==> src/rtl/txe_pkg.sv <==
package txe_pkg;
    localparam int HOLD_LIMIT_DEF = 16;

    typedef enum logic [1:0] {
        SYM_SPACE = 2'b00,
        SYM_POS   = 2'b01,
        SYM_NEG   = 2'b10
    } line_sym_e;
endpackage

==> src/rtl/txe_rail_monitor.sv <==
module txe_rail_monitor #(
    parameter int HOLD_LIMIT = txe_pkg::HOLD_LIMIT_DEF
) (
    input  logic tx_clk,
    input  logic rst_n,
    input  logic dual_cfg,
    input  logic neg_in,
    output logic dual_act
);
    localparam int CW = $clog2(HOLD_LIMIT + 1);
    localparam logic [CW-1:0] LIM = CW'(HOLD_LIMIT);

    typedef struct packed {
        logic [CW-1:0] cnt;
        logic          fell_back;
    } mon_t;

    mon_t st_d, st_q;

    assign dual_act = dual_cfg & ~st_q.fell_back;

    always_comb begin
        st_d = st_q;
        if (dual_act && neg_in) begin
            if (st_q.cnt == LIM) begin
                st_d.fell_back = 1'b1;
            end else begin
                st_d.cnt = st_q.cnt + 1'b1;
            end
        end else begin
            st_d.cnt = '0;
        end
    end

    always_ff @(negedge tx_clk or negedge rst_n) begin
        if (!rst_n) begin
            st_q <= '0;
        end else begin
            st_q <= st_d;
        end
    end
endmodule

==> src/rtl/txe_viol_req.sv <==
module txe_viol_req (
    input  logic tx_clk,
    input  logic rst_n,
    input  logic req_in,
    input  logic arm,
    input  logic mark,
    output logic viol_now
);
    typedef struct packed {
        logic prev;
        logic pend;
    } req_t;

    req_t st_d, st_q;
    logic rise;

    assign rise     = req_in & ~st_q.prev;
    assign viol_now = arm & (st_q.pend | rise);

    always_comb begin
        st_d      = st_q;
        st_d.prev = req_in;
        st_d.pend = viol_now & ~mark;
    end

    always_ff @(negedge tx_clk or negedge rst_n) begin
        if (!rst_n) begin
            st_q <= '0;
        end else begin
            st_q <= st_d;
        end
    end
endmodule

==> src/rtl/txe_symbol_map.sv <==
module txe_symbol_map
    import txe_pkg::*;
(
    input  logic tx_clk,
    input  logic rst_n,
    input  logic dual_act,
    input  logic pos_in,
    input  logic neg_in,
    input  logic viol_now,
    output logic pulse_pos,
    output logic pulse_neg
);
    typedef struct packed {
        logic      last_neg;
        line_sym_e sym;
    } map_t;

    map_t st_d, st_q;

    always_comb begin
        st_d     = st_q;
        st_d.sym = SYM_SPACE;
        if (dual_act) begin
            case ({pos_in, neg_in})
                2'b10:   st_d.sym = SYM_POS;
                2'b01:   st_d.sym = SYM_NEG;
                default: st_d.sym = SYM_SPACE;
            endcase
        end else if (pos_in) begin
            if (viol_now) begin
                st_d.sym = st_q.last_neg ? SYM_NEG : SYM_POS;
            end else begin
                st_d.sym = st_q.last_neg ? SYM_POS : SYM_NEG;
            end
        end
        if (st_d.sym == SYM_POS) begin
            st_d.last_neg = 1'b0;
        end else if (st_d.sym == SYM_NEG) begin
            st_d.last_neg = 1'b1;
        end
    end

    always_ff @(negedge tx_clk or negedge rst_n) begin
        if (!rst_n) begin
            st_q.last_neg <= 1'b1;
            st_q.sym      <= SYM_SPACE;
        end else begin
            st_q <= st_d;
        end
    end

    assign pulse_pos = (st_q.sym == SYM_POS);
    assign pulse_neg = (st_q.sym == SYM_NEG);
endmodule

==> src/rtl/txe_line_encoder.sv <==
module txe_line_encoder #(
    parameter int HOLD_LIMIT = txe_pkg::HOLD_LIMIT_DEF
) (
    input  logic tx_clk,
    input  logic rst_n,
    input  logic dual_rail_cfg,
    input  logic ami_code_sel,
    input  logic tx_data_p,
    input  logic tx_data_n,
    output logic pulse_pos,
    output logic pulse_neg,
    output logic drive_en
);
    logic dual_act;
    logic viol_now;
    logic en_d, en_q;

    txe_rail_monitor #(.HOLD_LIMIT(HOLD_LIMIT)) u_mon (
        .tx_clk   (tx_clk),
        .rst_n    (rst_n),
        .dual_cfg (dual_rail_cfg),
        .neg_in   (tx_data_n),
        .dual_act (dual_act)
    );

    txe_viol_req u_viol (
        .tx_clk   (tx_clk),
        .rst_n    (rst_n),
        .req_in   (tx_data_n),
        .arm      (~dual_act & ami_code_sel),
        .mark     (~dual_act & tx_data_p),
        .viol_now (viol_now)
    );

    txe_symbol_map u_map (
        .tx_clk    (tx_clk),
        .rst_n     (rst_n),
        .dual_act  (dual_act),
        .pos_in    (tx_data_p),
        .neg_in    (tx_data_n),
        .viol_now  (viol_now),
        .pulse_pos (pulse_pos),
        .pulse_neg (pulse_neg)
    );

    always_comb begin
        en_d = 1'b1;
    end

    always_ff @(negedge tx_clk or negedge rst_n) begin
        if (!rst_n) begin
            en_q <= 1'b0;
        end else begin
            en_q <= en_d;
        end
    end

    assign drive_en = en_q;
endmodule

==> config.mk <==
export PLATFORM = sky130hd
export DESIGN_NAME = txe_line_encoder
export DESIGN_NICKNAME = d
export VERILOG_FILES = /design/src/rtl/txe_pkg.sv /design/src/rtl/txe_rail_monitor.sv /design/src/rtl/txe_viol_req.sv /design/src/rtl/txe_symbol_map.sv /design/src/rtl/txe_line_encoder.sv
export SDC_FILE = /design/constraint.sdc
export NUM_CORES = 1
export LEC_CHECK = 0
export BUFFER_PORTS_ARGS = -buffer_cell sky130_fd_sc_hd__buf_2
export CAP_MARGIN = 10
export CORE_AREA = 2 2 39 41
export CTS_CLUSTER_SIZE = 12
export DETAILED_ROUTE_END_ITERATION = 10
export DIE_AREA = 0 0 41 43
export GPL_TIMING_DRIVEN = 0
export PLACE_DENSITY = 0.7
export SETUP_SLACK_MARGIN = 0.3
export SLEW_MARGIN = 10
export SYNTH_ARGS = -nofsm -noshare
export SYNTH_HDL_FRONTEND = slang
export SYNTH_SLANG_ARGS = --single-unit
==> constraint.sdc <==
create_clock -name tx_clk -period 2.1 [get_ports tx_clk]
set_input_delay 0.42 -clock tx_clk [delete_from_list [all_inputs] [get_ports tx_clk]]
set_output_delay 0.42 -clock tx_clk [all_outputs]
set_load 0.01 [all_outputs]
==> flow_summary.toml, run 1 <==
[power_and_ir_drop]
ir_worst_vdd_mv = 0.465
power_density_nw_per_um2 = 686
p_leak_nw = 0.391

[synth]
synth_top_cell_area_share_pct = 44.1
yosys_most_used_dff = "dfrtn_1"
synth.most_common_cell = "dfrtn_1"
synthArstFlopShare_pct = 100
postSynthAreaPerCell_sq_um = 11.1
synth_top_area_cell = "dfrtn_1"
synth_fp_nets = 65
synthTopCellsByArea = "dfrtn_1 (44%), ha_1 (6.0%), dfstp_2 (4.2%)"
yosysSeqAreaShare_pct = 48.3
netlist_instances = 56
ys_types = 26
ys_ff_latch = 12
synth_top_cells_by_count = "dfrtn_1 (11), inv_1 (6), nor2_1 (6)"
yosysWarnings = 0
synth_edf_count = 0
syn-cell-area_sq_um = 624

[detailed_routing]
drt-pass1-iter-count = 4
ant_nets = 0
wl_per_cell_um = 11.1
viasPerCell = 5.09
drt-total-wl_um = 1020
drc = 0
dr.first_iter.drc_count = 1
via_count = 468

[floorplanning]
die_width_um = 41
core_sq_um = 1380
start_util_pct = 45.1
die_y_um = 43
rows = 14
dieArea_sq_um = 1760
num_io_pins = 9

[cts]
clk_pin_slew_worst_paths_ns = 0.06
cts_htree_levels = 1
worstSkewPairLatency_ns = 0.31
cts_buffers = 3
cts-root-buf = "clkbuf_4"
postCtsHoldBufs = 0
cts_tree = "built"
clk_path_buf_depth = 2
clock-sinks = 12

[global_route]
grt.busiest_layer = "met2"
grt_use_total_pct = 14.4
grtUsageMet2_pct = 22.2
antenna_found_initial = 0
grt-ovfl-total = 0
grt_use_met1_pct = 19.9
grt_pass1_wl_um = 1750
grt_max_degree = 13
grt_pass1_vias = 424
grt_use_met3_pct = 4.71

[finish]
antenna_cells = 0
multi_input_area_sq_um = 345
fin_nets = 86
area_growth_pct = 35.5
seqCellArea_sq_um = 302
layout.cells.non_filler = 92
drive_above_1_share_pct = 39.5
fillers = 120
finish.instance_area_sq_um = 846

[sta]
rsz0062_at_grt = "true"
final-setup-viol-count = 6
hold_violations = 0
worst_slack_ns = -0.413
drv_slew = 0
skew_ns = 0.0490

[worst_setup_path]
critPathMaxFanout = 6
startpoint_type = "primary input"
critPathKind = "primary input to flip-flop"
end_kind = "flip-flop"
arrival_ns = 1.70
worstPathRequired_ns = 1.29

[outcome]
outcome = "finished with violations"
violations = "negative setup slack"

[place]
gp_congestion = 0.829
dp_slack_ns = -0.780
dpl_cell_area_sq_um = 699
port_buffers = 8
placed_cells = 80

[job]
cap_viol_max_count = 0

[worst_hold_path]
hold_path.class = "flip-flop to flip-flop"
==> area by class of cell <==
class                   instances  area share (%)
repair buffers                 16            15.4
multi-input cells              38            40.8
flip-flops and latches         12            35.7
clock buffers                   4            3.11
clock inverters                 1           0.444
inverters                       5            2.22
well taps                      16            2.37
==> path summary, 6_finish.rpt <==
check / startpoint / to / slack (ns) / cells after the start
setup / recovery: dual_rail_cfg / u_map.st_q[2]$_DFFE_NN1P_ / -0.41 / 6
hold / removal: u_mon.st_q[0]$_DFFE_NN0P_ / u_mon.st_q[0]$_DFFE_NN0P_ / 0.50 / 1
setup reg to reg: u_map.st_q[2]$_DFFE_NN1P_ / u_map.st_q[2]$_DFFE_NN1P_ / 0.42 / 5
hold reg to reg: u_mon.st_q[0]$_DFFE_NN0P_ / u_mon.st_q[0]$_DFFE_NN0P_ / 0.50 / 1
max in group asynchronous: rst_n / u_map.st_q[2]$_DFFE_NN1P_ / 0.80 / 1
min in group asynchronous: rst_n / u_mon.st_q[5]$_DFFE_NN0N_ / 0.95 / 1
==> routing by layer <==
metal | part of all wire (%) | vias up
li1 | - | 232
met1 | 47 | 230
met2 | 49 | 6
met3 | 3.4 | 0
met4 | 0 | 0
met5 | 0 | -
==> flip-flops by register name (all words and copies together), names as in the netlist <==
register and count:
u_map.st_q 3, u_mon.st_q 6, drive_en 1, u_viol.st_q 2
==> timing repair <==
| action | 4_1_cts | 5_1_grt |
|---|---|---|
| resized for setup | 8 | 5 |
| setup buffers | 5 | 3 |
| setup endpoints to repair | 12 | 12 |
| pin swaps | 2 | 2 |
==> worst max-delay path, stage by stage <==
cell and delay (ns):
buf_6 0.09, nor2b_4 0.13, or3b_1 0.37, o211a_1 0.23, ha_1 0.29, mux2i_1 0.18
==> cell families after synthesis <==
family                   synth area share, %
AO/OA/AOI/OAI                           13.4
buffers and inverters                   3.61
adder cells (fa/ha/maj)                 6.01
AND/OR/NAND/NOR                         19.2
other                                  0.601
flip-flops                              48.3
multiplexers                            3.21
XOR/XNOR                                5.61
==> power breakdown <==
group / leakage [nW] / switching (W) / internal, W
clock network: 0.0203 / 0.0000785 / 0.0000758
logic: 0.214 / 0.0000647 / 0.0000828
registers: 0.156 / 0.0000169 / 0.000262
==> per-stage QoR <==
step                      total power [W]  setup TNS (ns)  util, %  hold WS, ns
after floorplan                  0.000361          -0.712        -        0.471
after global placement           0.000390           -1.38     50.5        0.482
after detailed placement         0.000394           -1.51     50.5        0.496
after CTS                        0.000568           -1.21     57.9        0.493
after global routing             0.000619           -1.52     61.1        0.521
final                            0.000580           -1.25     61.1        0.500
==> placed cells by master, fill, tap and decap left out, drive strengths merged <==
master   instances
clkbuf           4
nand2b           1
nand3b           1
a2111o           1
nor3             1
or2              1
dfrtn           11
nand3            2
xor2             2
dfstp            1
o211ai           1
inv              6
or3b             1
ha               3
nand2            2
nor2b            3
a211oi           3
nor2             6
o211a            1
mux2i            2
a31o             1
and4bb           1
a211o            1
a2111oi          1
buf             16
xnor2            2
conb             1
No activity file was read; power rests on OpenSTA's default activity.
==> run 2, diff against run 1 <==
--- a/config.mk
+++ b/config.mk
@@ -12,7 +12,9 @@
 export DETAILED_ROUTE_END_ITERATION = 10
 export DIE_AREA = 0 0 41 43
 export GPL_TIMING_DRIVEN = 0
+export HOLD_SLACK_MARGIN = 0.15
 export PLACE_DENSITY = 0.7
+export REMOVE_ABC_BUFFERS = 1
 export SETUP_SLACK_MARGIN = 0.3
 export SLEW_MARGIN = 10
 export SYNTH_ARGS = -nofsm -noshare
==> constraint.sdc (replaced) <==
create_clock -name tx_clk -period 2.9 [get_ports tx_clk]
set_input_delay 0.58 -clock tx_clk [delete_from_list [all_inputs] [get_ports tx_clk]]
set_output_delay 0.58 -clock tx_clk [all_outputs]
set_load 0.01 [all_outputs]
==> run 2 against run 1 <==
Effect of this change:
- the flow still finishes with violations (negative setup slack)
- sequential share of layout area is 4.7 points higher
- highest routed layer is now met4
- final cell count is 5.4% lower
- register-to-register slack gained 0.81 ns
- critical path type unchanged
- worst setup slack improved by 0.25 ns
- total power decreased by 33%
- core utilization shrank 7.1 points
- clock skew rose by 0.00081 ns
- final area down 12%
- global-route usage is 1.7 points higher
==> flow_summary.toml, run 2 (synthesized netlist as in run 1, its figures left out) <==
[outcome]
outcome = "finished with violations"
violations = "negative setup slack"

[worst_setup_path]
critPathKind = "primary input to flip-flop"
startpoint_type = "primary input"
end_kind = "flip-flop"
worstPathRequired_ns = 1.71
arrival_ns = 1.87
crit_start = "dual_rail_cfg"
critPathMaxFanout = 6
reg2reg_from = "u_map.st_q[2]$_DFFE_NN1P_"

[detailed_routing]
drt-pass1-iter-count = 4
dr.first_iter.drc_count = 5
wl_per_cell_um = 11.5
ant_nets = 0
viasPerCell = 5.13
drt-total-wl_um = 1000
drc = 0
via_count = 446

[floorplanning]
dieArea_sq_um = 1760
start_util_pct = 45.1
rows = 14
core_sq_um = 1380
die_y_um = 43
num_io_pins = 9
die_width_um = 41

[cts]
clk_path_buf_depth = 2
cts_buffers = 3
clock-sinks = 12
cts-root-buf = "clkbuf_4"
worstSkewPairLatency_ns = 0.33
clk_pin_slew_worst_paths_ns = 0.05
cts_tree = "built"
cts_htree_levels = 1
postCtsHoldBufs = 0

[finish]
drive_above_1_share_pct = 28.2
antenna_cells = 0
multi_input_area_sq_um = 308
fin_nets = 81
area_growth_pct = 19.6
layout_commonest_cell = "dfrtn_1"
seqCellArea_sq_um = 302
top_register = "u_mon.st_q"
final_cell_mix = "dfrtn_1 (11), buf_2 (7), inv_1 (6), nor2_1 (6)"
finish.instance_area_sq_um = 747
fillers = 116
reg.largest.list = "u_mon.st_q: 6 flops, u_map.st_q: 3 flops, u_viol.st_q: 2 flops"
largest_reg_flops = 6

[place]
port_buffers = 8
dp_slack_ns = -0.515
dpl_cell_area_sq_um = 684
hpwlAfterDp_um = 751
gp_congestion = 0.854

[global_route]
grt_pass1_wl_um = 1900
grt_use_total_pct = 16.1
grt-ovfl-total = 0
grt_pass1_vias = 454
antenna_found_initial = 0
grt_max_degree = 13

[sta]
drv_slew = 0
worst_slack_ns = -0.161
rsz0062_at_grt = "true"
hold-worst-slack_ns = 0.485
hold_violations = 0
final-setup-viol-count = 3
skew_ns = 0.0498
fin_setup_tns_ns = -0.274

[job]
cap_viol_max_count = 0

[worst_hold_path]
hp-start = "u_mon.st_q[0]$_DFFE_NN0P_"
hold_path.class = "flip-flop to flip-flop"

[power_and_ir_drop]
power_density_nw_per_um2 = 518
ir_worst_vdd_mv = 0.244
p_leak_nw = 0.356
run 2: cell types whose count changed in the layout (fill, tap and decap cells not counted), moves of 2 or more:
cell     previous run  this run
nor2_1              3         6
buf_6               6         1
nor2_2              2         0
nor2b_4             3         1
nor2b_1             0         2
buf_2               5         7
buf_4               5         3
run 2: worst max-delay path, stage by stage:
cell	delay, ns
buf_6	0.09
nor2b_4	0.14
or3b_4	0.37
o211a_1	0.22
ha_1	0.29
mux2i_1	0.17
run 2: area by class of cell:
class                           count  area share (%)
Inverter                            5            2.51
Tap cell                           16            2.68
Clock inverter                      2            1.01
Clock buffer                        3            3.02
Timing Repair Buffer               11            9.21
Sequential cell                    12            40.4
Multi-Input combinational cell     38            41.2
run 2: what timing repair did:
item	in CTS	in global routing
hold endpoints to repair	0	0
pin swaps	0	1
setup endpoints to repair	6	6
resized for setup	1	2
setup buffers	0	3
cloned	0	0
run 2: power by group:
group / internal (W) / switching (W) / total [W]
sequential: 0.000189 / 0.0000109 / 0.000200
clock: 0.0000517 / 0.0000595 / 0.000111
combinational: 0.0000369 / 0.0000389 / 0.0000758
total: 0.000278 / 0.000109 / 0.000387
run 2: path summary, 6_finish.rpt:
path / endpoint / slack, ns / cells past startpoint
max: u_map.st_q[2]$_DFFE_NN1P_ / -0.16 / 6
min: u_mon.st_q[0]$_DFFE_NN0P_ / 0.48 / 1
max reg2reg: u_map.st_q[2]$_DFFE_NN1P_ / 1.23 / 5
min reg2reg: u_mon.st_q[0]$_DFFE_NN0P_ / 0.48 / 1
max in group asynchronous: u_map.st_q[2]$_DFFE_NN1P_ / 1.07 / 1
min in group asynchronous: u_mon.st_q[0]$_DFFE_NN0P_ / 1.50 / 1
run 2: stage by stage:
stage	instances	power [W]	util (%)
global placement	80	0.000275	49.5
floorplan	56	0.000254	-
detailed placement	80	0.000277	49.5
finish	87	0.000387	54.0
CTS	84	0.000385	51.8
global route	87	0.000413	54.0
run 2: routing by layer:
metal / routed length [um] / vias to the layer above / track usage (%)
li1: - / 223 / -
met1: 431 / 212 / 20.6
met2: 512 / 9 / 24.7
met3: 38 / 2 / 4.71
met4: 17 / 0 / 6.00
met5: 0 / - / 0
